===== src/rtl/osd_i2c_pkg.sv =====
package osd_i2c_pkg;
  typedef logic [7:0] byte_t;

  typedef enum logic [2:0] {
    LK_IDLE = 3'd0,
    LK_RX   = 3'd1,
    LK_ACK  = 3'd2,
    LK_TX   = 3'd3,
    LK_MACK = 3'd4
  } link_state_t;
endpackage


===== src/rtl/i2c_line_sync.sv =====
module i2c_line_sync #(
  parameter int SYNC_STAGES = 2
) (
  input  logic clk,
  input  logic rst,
  input  logic scl_i,
  input  logic sda_i,
  output logic scl_s,
  output logic sda_s,
  output logic scl_rise,
  output logic scl_fall,
  output logic start_det,
  output logic stop_det
);
  localparam int PW = SYNC_STAGES + 1;

  logic [PW-1:0] scl_pipe;
  logic [PW-1:0] sda_pipe;
  logic          scl_q;
  logic          sda_q;

  always_ff @(posedge clk) begin
    if (rst) begin
      scl_pipe <= '1;
      sda_pipe <= '1;
    end else begin
      scl_pipe <= {scl_pipe[PW-2:0], scl_i};
      sda_pipe <= {sda_pipe[PW-2:0], sda_i};
    end
  end

  assign scl_s = scl_pipe[SYNC_STAGES-1];
  assign sda_s = sda_pipe[SYNC_STAGES-1];
  assign scl_q = scl_pipe[SYNC_STAGES];
  assign sda_q = sda_pipe[SYNC_STAGES];

  assign scl_rise  =  scl_s & ~scl_q;
  assign scl_fall  = ~scl_s &  scl_q;
  assign start_det =  scl_s &  scl_q &  sda_q & ~sda_s;
  assign stop_det  =  scl_s &  scl_q & ~sda_q &  sda_s;
endmodule


===== src/rtl/i2c_read_ptr.sv =====
module i2c_read_ptr #(
  parameter int MEAS_BYTES = 12,
  parameter int IDXW       = 4
) (
  input  logic            clk,
  input  logic            rst,
  input  logic            clear,
  input  logic            advance,
  output logic [IDXW-1:0] idx,
  output logic            at_end
);
  localparam logic [IDXW-1:0] LAST = IDXW'(MEAS_BYTES);

  always_ff @(posedge clk) begin
    if (rst || clear) begin
      idx <= '0;
    end else if (advance && idx != LAST) begin
      idx <= idx + 1'b1;
    end
  end

  assign at_end = (idx == LAST);
endmodule


===== src/rtl/i2c_link_fsm.sv =====
module i2c_link_fsm
  import osd_i2c_pkg::*;
#(
  parameter logic [6:0] DEV_ADDR = 7'h3D
) (
  input  logic  clk,
  input  logic  rst,
  input  logic  sda_s,
  input  logic  scl_rise,
  input  logic  scl_fall,
  input  logic  start_det,
  input  logic  stop_det,
  input  byte_t tx_byte,
  output logic  sda_oe,
  output byte_t rx_byte,
  output logic  rx_valid,
  output logic  rx_sop,
  output logic  ptr_advance
);
  link_state_t state;
  logic [3:0]  bit_cnt;
  byte_t       shreg;
  logic        is_read;
  logic        addr_phase;
  logic        sop_pend;
  logic        master_ack;

  always_ff @(posedge clk) begin
    if (rst) begin
      state       <= LK_IDLE;
      bit_cnt     <= '0;
      shreg       <= '0;
      is_read     <= 1'b0;
      addr_phase  <= 1'b0;
      sop_pend    <= 1'b0;
      master_ack  <= 1'b0;
      sda_oe      <= 1'b0;
      rx_byte     <= '0;
      rx_valid    <= 1'b0;
      rx_sop      <= 1'b0;
      ptr_advance <= 1'b0;
    end else begin
      rx_valid    <= 1'b0;
      rx_sop      <= 1'b0;
      ptr_advance <= 1'b0;
      if (start_det) begin
        state      <= LK_RX;
        bit_cnt    <= '0;
        addr_phase <= 1'b1;
        sop_pend   <= 1'b0;
        sda_oe     <= 1'b0;
      end else if (stop_det) begin
        state  <= LK_IDLE;
        sda_oe <= 1'b0;
      end else begin
        unique case (state)
          LK_RX: begin
            if (scl_rise && bit_cnt != 4'd8) begin
              shreg   <= {shreg[6:0], sda_s};
              bit_cnt <= bit_cnt + 4'd1;
            end else if (scl_fall && bit_cnt == 4'd8) begin
              if (addr_phase) begin
                addr_phase <= 1'b0;
                if (shreg[7:1] == DEV_ADDR) begin
                  is_read  <= shreg[0];
                  sop_pend <= ~shreg[0];
                  sda_oe   <= 1'b1;
                  state    <= LK_ACK;
                end else begin
                  state <= LK_IDLE;
                end
              end else begin
                rx_byte  <= shreg;
                rx_valid <= 1'b1;
                rx_sop   <= sop_pend;
                sop_pend <= 1'b0;
                sda_oe   <= 1'b1;
                state    <= LK_ACK;
              end
            end
          end
          LK_ACK: begin
            if (scl_fall) begin
              bit_cnt <= '0;
              if (is_read) begin
                sda_oe      <= ~tx_byte[7];
                shreg       <= {tx_byte[6:0], 1'b0};
                ptr_advance <= 1'b1;
                state       <= LK_TX;
              end else begin
                sda_oe <= 1'b0;
                state  <= LK_RX;
              end
            end
          end
          LK_TX: begin
            if (scl_rise) begin
              bit_cnt <= bit_cnt + 4'd1;
            end else if (scl_fall) begin
              if (bit_cnt == 4'd8) begin
                sda_oe <= 1'b0;
                state  <= LK_MACK;
              end else begin
                sda_oe <= ~shreg[7];
                shreg  <= {shreg[6:0], 1'b0};
              end
            end
          end
          LK_MACK: begin
            if (scl_rise) begin
              master_ack <= ~sda_s;
            end else if (scl_fall) begin
              if (master_ack) begin
                bit_cnt     <= '0;
                sda_oe      <= ~tx_byte[7];
                shreg       <= {tx_byte[6:0], 1'b0};
                ptr_advance <= 1'b1;
                state       <= LK_TX;
              end else begin
                state <= LK_IDLE;
              end
            end
          end
          default: begin
            state  <= LK_IDLE;
            sda_oe <= 1'b0;
          end
        endcase
      end
    end
  end
endmodule


===== src/rtl/osd_i2c_slave.sv =====
module osd_i2c_slave
  import osd_i2c_pkg::*;
#(
  parameter logic [6:0] DEV_ADDR    = 7'h3D,
  parameter int         MEAS_BYTES  = 12,
  parameter logic [7:0] DUMMY_BYTE  = 8'h00,
  parameter int         SYNC_STAGES = 2,
  localparam int        IDXW        = $clog2(MEAS_BYTES + 1)
) (
  input  logic            clk,
  input  logic            rst,
  input  logic            scl_i,
  input  logic            sda_i,
  output logic            sda_oe,
  output logic [7:0]      rx_byte,
  output logic            rx_valid,
  output logic            rx_sop,
  output logic [IDXW-1:0] meas_idx,
  input  logic [7:0]      meas_data
);
  logic  scl_s;
  logic  sda_s;
  logic  scl_rise;
  logic  scl_fall;
  logic  start_det;
  logic  stop_det;
  logic  ptr_advance;
  logic  ptr_at_end;
  byte_t tx_byte;

  i2c_line_sync #(.SYNC_STAGES(SYNC_STAGES)) u_sync (
    .clk       (clk),
    .rst       (rst),
    .scl_i     (scl_i),
    .sda_i     (sda_i),
    .scl_s     (scl_s),
    .sda_s     (sda_s),
    .scl_rise  (scl_rise),
    .scl_fall  (scl_fall),
    .start_det (start_det),
    .stop_det  (stop_det)
  );

  i2c_read_ptr #(.MEAS_BYTES(MEAS_BYTES), .IDXW(IDXW)) u_ptr (
    .clk     (clk),
    .rst     (rst),
    .clear   (start_det),
    .advance (ptr_advance),
    .idx     (meas_idx),
    .at_end  (ptr_at_end)
  );

  assign tx_byte = ptr_at_end ? DUMMY_BYTE : meas_data;

  i2c_link_fsm #(.DEV_ADDR(DEV_ADDR)) u_fsm (
    .clk         (clk),
    .rst         (rst),
    .sda_s       (sda_s),
    .scl_rise    (scl_rise),
    .scl_fall    (scl_fall),
    .start_det   (start_det),
    .stop_det    (stop_det),
    .tx_byte     (tx_byte),
    .sda_oe      (sda_oe),
    .rx_byte     (rx_byte),
    .rx_valid    (rx_valid),
    .rx_sop      (rx_sop),
    .ptr_advance (ptr_advance)
  );
endmodule


===== config.mk =====
export PLATFORM = sky130hd
export DESIGN_NAME = osd_i2c_slave
export DESIGN_NICKNAME = d
export VERILOG_FILES = /design/src/rtl/osd_i2c_pkg.sv /design/src/rtl/i2c_line_sync.sv /design/src/rtl/i2c_read_ptr.sv /design/src/rtl/i2c_link_fsm.sv /design/src/rtl/osd_i2c_slave.sv
export SDC_FILE = /design/constraint.sdc
export NUM_CORES = 1
export LEC_CHECK = 0
export BUFFER_PORTS_ARGS = -buffer_cell sky130_fd_sc_hd__buf_2
export CAP_MARGIN = 20
export CORE_UTILIZATION = 35
export CTS_CLUSTER_DIAMETER = 60
export DETAILED_ROUTE_END_ITERATION = 8
export PLACE_DENSITY_LB_ADDON = 0.2
export REMOVE_ABC_BUFFERS = 1
export SLEW_MARGIN = 20
export SYNTH_ARGS = -nofsm -noshare
export SYNTH_HDL_FRONTEND = slang
export SYNTH_HIERARCHICAL = 1
export SYNTH_SLANG_ARGS = --single-unit

===== constraint.sdc =====
create_clock -name clk -period 3.1 [get_ports clk]
set_input_delay 0.465 -clock clk [delete_from_list [all_inputs] [get_ports clk]]
set_output_delay 0.465 -clock clk [all_outputs]
set_load 0.005 [all_outputs]

Word level (Yosys, flattened, before mapping)

Index checks and enable logic that the tools add are counted.

Flip-flop bits (word level): 41
Input bits: 12
Logic and storage cells: 153

Equal/unequal tests: 34
Add/sub/neg operators: 2
Mux-type cells: 60
Reductions and logical operators: 21
Bitwise operators: 20

Operator list:

| cell                                                                    | count |
|---|---|
| 8-bit 2-to-1 mux                                                        | 10 |
| 8-bit one-hot mux with 4 select lines                                   | 1 |
| 1-bit 2-to-1 mux                                                        | 27 |
| 3-bit 2-to-1 mux                                                        | 8 |
| 4-bit 2-to-1 mux                                                        | 6 |
| 8-bit AND reduction                                                     | 3 |
| 2-bit by 1-bit inequality test with 1-bit output, second input constant | 10 |
| 4-bit by 3-bit inequality test with 1-bit output, second input constant | 5 |
| 4-bit inequality test, second input constant                            | 5 |
| 4-bit one-hot mux with 4 select lines                                   | 1 |
| 1-bit inverter                                                          | 13 |
| 2-bit inequality test, second input constant                            | 6 |
| 3-bit one-hot mux with 4 select lines                                   | 1 |
| 12-bit AND reduction                                                    | 1 |
| 9-bit AND reduction                                                     | 1 |
| 4-bit by 1-bit adder with 4-bit output, second input constant           | 2 |
| 4-bit equality test, second input constant                              | 2 |
| 2-bit 2-to-1 mux                                                        | 4 |
| 4-bit AND reduction                                                     | 2 |
| 1-bit AND                                                               | 7 |
| 7-bit by 6-bit equality test with 1-bit output, second input constant   | 1 |
| 7-bit AND reduction                                                     | 1 |
| 7-bit OR reduction                                                      | 1 |
| 3-bit by 2-bit equality test with 1-bit output, second input constant   | 2 |
| other kinds (14)                                                        | 17 |

Longest topological paths before layout

Depth after elaboration: 8
Depth in mapped cells: 9
Gate-level depth less buffers: 9

Hierarchy

Netlist, hierarchy kept.

By module, submodules not included:

| module        | seq. area each (sq um) | cells each | instances | area an instance (sq um) |
|---|---|---|---|---|
| i2c_link_fsm  | 620.6                  | 187        | 1         | 1669.1 |
| i2c_read_ptr  | 80.1                   | 25         | 1         | 220.2 |
| i2c_line_sync | 120.1                  | 16         | 1         | 190.2 |
| osd_i2c_slave | 0.0                    | 8          | 1         | 50.0 |

Worst setup path after synthesis

No wires, ideal clock.

Path type: reg-to-reg
Start point: register u_sync.scl_pipe[2]
End point: register u_fsm.bit_cnt[3]
Slack: 1.230 ns
Setup time: 0.070 ns
Data arrival time: 1.800 ns
Data required time: 3.030 ns
Period minus slack after synthesis: 1.870 ns
Cell stages (with the launch flop): 7
Cells stage by stage: dfxtp_1 nor2b_1 nand2b_1 a221oi_2 o31ai_1 or4_1 a21boi_1

Elaborated cells between the ends (all ways): 17
Classes of those cells: 5 x eq/ne; 9 x bitwise; 3 x reduce/logical

RTL lines:

| item                                                       | line                | RTL |
|---|---|---|
| start, declared                                            | i2c_line_sync.sv:17 | `logic [PW-1:0] scl_pipe;` |
| start signal, assigned                                     | i2c_line_sync.sv:27 | `scl_pipe <= {scl_pipe[PW-2:0], scl_i};` |
| 1-bit AND *                                                | i2c_line_sync.sv:38 | `assign scl_fall = ~scl_s & scl_q;` |
| net scl_fall                                               | osd_i2c_slave.sv:24 | `logic scl_fall;` |
| 2-bit by 1-bit inequality test with 1-bit output (no line) | n/a                 |  |
| 8-bit AND reduction (no line) *                            | n/a                 |  |
| end signal, assigned                                       | i2c_link_fsm.sv:60  | `bit_cnt <= bit_cnt + 4'd1;` |
| end signal, assigned                                       | i2c_link_fsm.sv:98  | `bit_cnt <= bit_cnt + 4'd1;` |
| end, declared                                              | i2c_link_fsm.sv:21  | `logic [3:0] bit_cnt;` |

Mark *: on every way through the listed nets, which the timed path passes. The rest lies on a longest branch.
A chain may end at the register's enable or synchronous reset.

Final worst setup path

Start point: register u_sync.scl_pipe[2]
End point: register u_fsm.shreg[3]

Elaborated cells between the ends (all ways): 18
Classes of those cells: 6 x eq/ne; 10 x bitwise; 2 x reduce/logical

RTL lines:

| item                                                       | line                | RTL |
|---|---|---|
| 1-bit AND *                                                | i2c_line_sync.sv:38 |  |
| net scl_fall                                               | osd_i2c_slave.sv:24 |  |
| 2-bit by 1-bit inequality test with 1-bit output (no line) | n/a                 |  |
| 12-bit AND reduction (no line) *                           | n/a                 |  |
| end signal, assigned                                       | i2c_link_fsm.sv:59  | `shreg <= {shreg[6:0], sda_s};` |
| end signal, assigned                                       | i2c_link_fsm.sv:87  | `shreg <= {tx_byte[6:0], 1'b0};` |
| end signal, assigned                                       | i2c_link_fsm.sv:105 | `shreg <= {shreg[6:0], 1'b0};` |
| end, declared                                              | i2c_link_fsm.sv:22  | `byte_t shreg;` |

Marks and branches as above.

==> summary.txt <==
Route
  • # DRC: 0
  • Vias/cell: 5.187
  • Routed WL: 4581 um
  • Antenna-violating nets left: 0
  • Avg WL per Cell: 13.59 um
  • Pre-antenna DRT Iters: 4
  • Initial drt markers: 177
  • Total number of vias: 1,748

Die
  • Die area: 6400 um^2
  • Starting Density: 36.18%
  • Core ar.: 5886 um^2
  • Die H: 80 um
  • Num rows: 28
  • Die X: 80 um
  • IO Pins: 27

Synthesis
  • Post-synthesis sequential area ratio: 38.54%
  • Ys async rst share: 0%
  • Post-synth top area cell: dfxtp_1
  • Post-synth EDFFs: 0
  • Area contributors post-synth: dfxtp_1, mux2i_1, nor2_1, nor2b_1, a311oi_2
  • Synthesized area: 2130 um^2
  • Cells after synthesis: 236
  • Top cell type's share of synthesized area: 38.54%
  • Seq cells post-synth: 41
  • Top cells by count, synth: dfxtp_1, nor2_1, nand2_1
  • Most used DFF post-synth: dfxtp_1
  • Cell variety after synth: 54
  • Ys Warns: 6
  • Synth Area per Inst: 9.023 um^2
  • Most frequent cell after synthesis: dfxtp_1

Global route
  • Number of global-route vias before repair: 1,600
  • GRT busiest layer: met2
  • First-pass GRT wire length: 7769 um
  • Met3 Track Usage GR: 3.771%
  • GRT Total Usage: 15.95%
  • Grt met1 use: 22.04%
  • Initial antenna violation count: 0
  • Largest net degree at the start of global routing: 22
  • Met2 Resource Use GR: 23.42%
  • Global route overflow: 0

Setup path
  • Kind of cell adding the most delay to the critical path: simple AND/OR/NAND/NOR gates
  • Worst Path Arrival: 2.58 ns
  • CP max-delay cell: and4_1
  • Worst Path Buf+Inv: 0
  • Worst setup EP type: register
  • Setup Crit Path Kind: reg2reg
  • Crit-path max FO: 15
  • Cell Chain, Critical Path: nor2b_1 > a21boi_0 > a2bb2oi_1 > and4_1 > nor2_1 > a311oi_2
  • Req. time, crit path: 3.32 ns
  • CP peak stage delay: 0.66 ns
  • CP Launch Type: register

Timing
  • Tightest Pin Transition: 0.6584 ns
  • Final setup violating endpoints: 0
  • RSZ-0062 raised after global routing: no
  • Max-slew violation count: 0
  • Max-Slew Margin vs Limit: 56.11%
  • Tmin final: 2.358 ns
  • FMAX: 424.1 MHz
  • Fin Clk Skew: 0.004573 ns
  • TNS Setup: 0 ns
  • WHS: 0.3406 ns
  • Period Utilization, post-route: 76.06%
  • Hold Fails Final Rpt: 0

Finish
  • # diodes: 0
  • Share of layout cells above drive strength 1: 20.61%
  • Final net count: 277
  • Layout overhead on the synthesized area: 12.75%

Clock tree
  • Clk pin slew, worst setup/hold paths: 0.09 ns
  • Clock latency on the worst-skew pair: 0.30 ns
  • Cts repair resizes: 0
  • CTS buffer count: 5
  • Root Buffer Master: clkbuf_8
  • H-tree levels: 2
  • # Post-CTS Setup Buffers: 0
  • CTS Buffer Depth: 2
  • Sink Count: 41
  • Hold_buf cts: 0
  • CTS tree: done

Power
  • Peak VDD IR: 0.0001633 V
  • LEAKAGE: 0.9407 nW
  • Pwr dens: 445.5 nW/um^2

Job
  • Max-cap viol count: 0

Placed design
  • Routability cong.: 0.8013
  • PortBufs: 26
  • HPWL Detailed: 3228 um

Hold path
  • HP Class: in2reg

Status
  • Status: complete, no violations
-- through the flow --
stage          cells  worst slack, ns  area (um^2)  total power [mW]  util (%)
2_1_floorplan    226            1.132         2057            0.6380         -
3_3_place_gp     329           0.8335         2296            0.6768     39.01
3_5_place_dp     329           0.7812         2296            0.6763     39.01
4_1_cts          337           0.7569         2401             1.086     40.80
5_1_grt          337           0.5327         2401             1.124     40.80
6_report         337           0.7421         2401             1.070     40.80
-- layout by cell type, fill, tap and decap left out, types with 6 or more instances in the layout --
| master | count |
|---|---|
| clkbuf_8 | 7 |
| dfxtp_1 | 41 |
| a21oi_1 | 8 |
| a311oi_2 | 6 |
| nor2_1 | 28 |
| inv_1 | 6 |
| buf_2 | 26 |
| or2_1 | 6 |
| mux2i_1 | 14 |
| nand2_1 | 20 |
| nor2b_1 | 16 |
-- where the power goes --
part | total, mW | internal, mW | switching [mW] | leakage [nW]
Clock | 0.406 | 0.206 | 0.200 | 0.0549
Sequential | 0.559 | 0.540 | 0.0192 | 0.332
Combinational | 0.105 | 0.0445 | 0.0604 | 0.553
Total | 1.07 | 0.790 | 0.280 | 0.941
-- logic make-up after synthesis --
group,Yosys count,synth area share (%)
buf+inv,18,4.817
mux,14,6.580
flops,41,38.54
compound gates,44,16.98
fa+ha+maj,4,2.350
simple gates,115,30.73
-- path summary, 6_finish.rpt --
check,end,depth (start not counted),start,slack (ns)
hold reg to reg,u_sync/sda_pipe[1]$_SDFF_PP1_,1,u_sync/sda_pipe[0]$_SDFF_PP1_,0.41
setup reg to reg,u_fsm/shreg[3]$_SDFFE_PP0P_,6,u_sync/scl_pipe[2]$_SDFF_PP1_,0.74
hold / removal,u_sync/sda_pipe[0]$_SDFF_PP1_,2,sda_i,0.34
setup / recovery,u_fsm/shreg[3]$_SDFFE_PP0P_,6,u_sync/scl_pipe[2]$_SDFF_PP1_,0.74
-- sequential cells by signal, indices dropped and copies added (netlist names), 3 cells and up --
name / flops
u_fsm/bit_cnt: 4
u_fsm/state: 3
u_sync/sda_pipe: 3
u_fsm/shreg: 8
u_fsm/rx_byte: 8
u_ptr/idx: 4
u_sync/scl_pipe: 3
-- per-layer routing --
metal	vias to the layer above	share of wire (%)
li1	889	-
met1	828	52
met2	29	44
met3	2	3.2
met4	0	0.46
met5	-	0
-- area by class of cell --
class                      count  area, um^2
clock inverter                 1       8.758
tap                           75       93.84
sequential                    41       820.8
timing repair buffer          28       145.1
fill                         617        3485
clock buffer                   7       96.34
multi-input combinational    177        1206
inverter                       8       30.03
No activity file was read; power rests on OpenSTA's default activity.
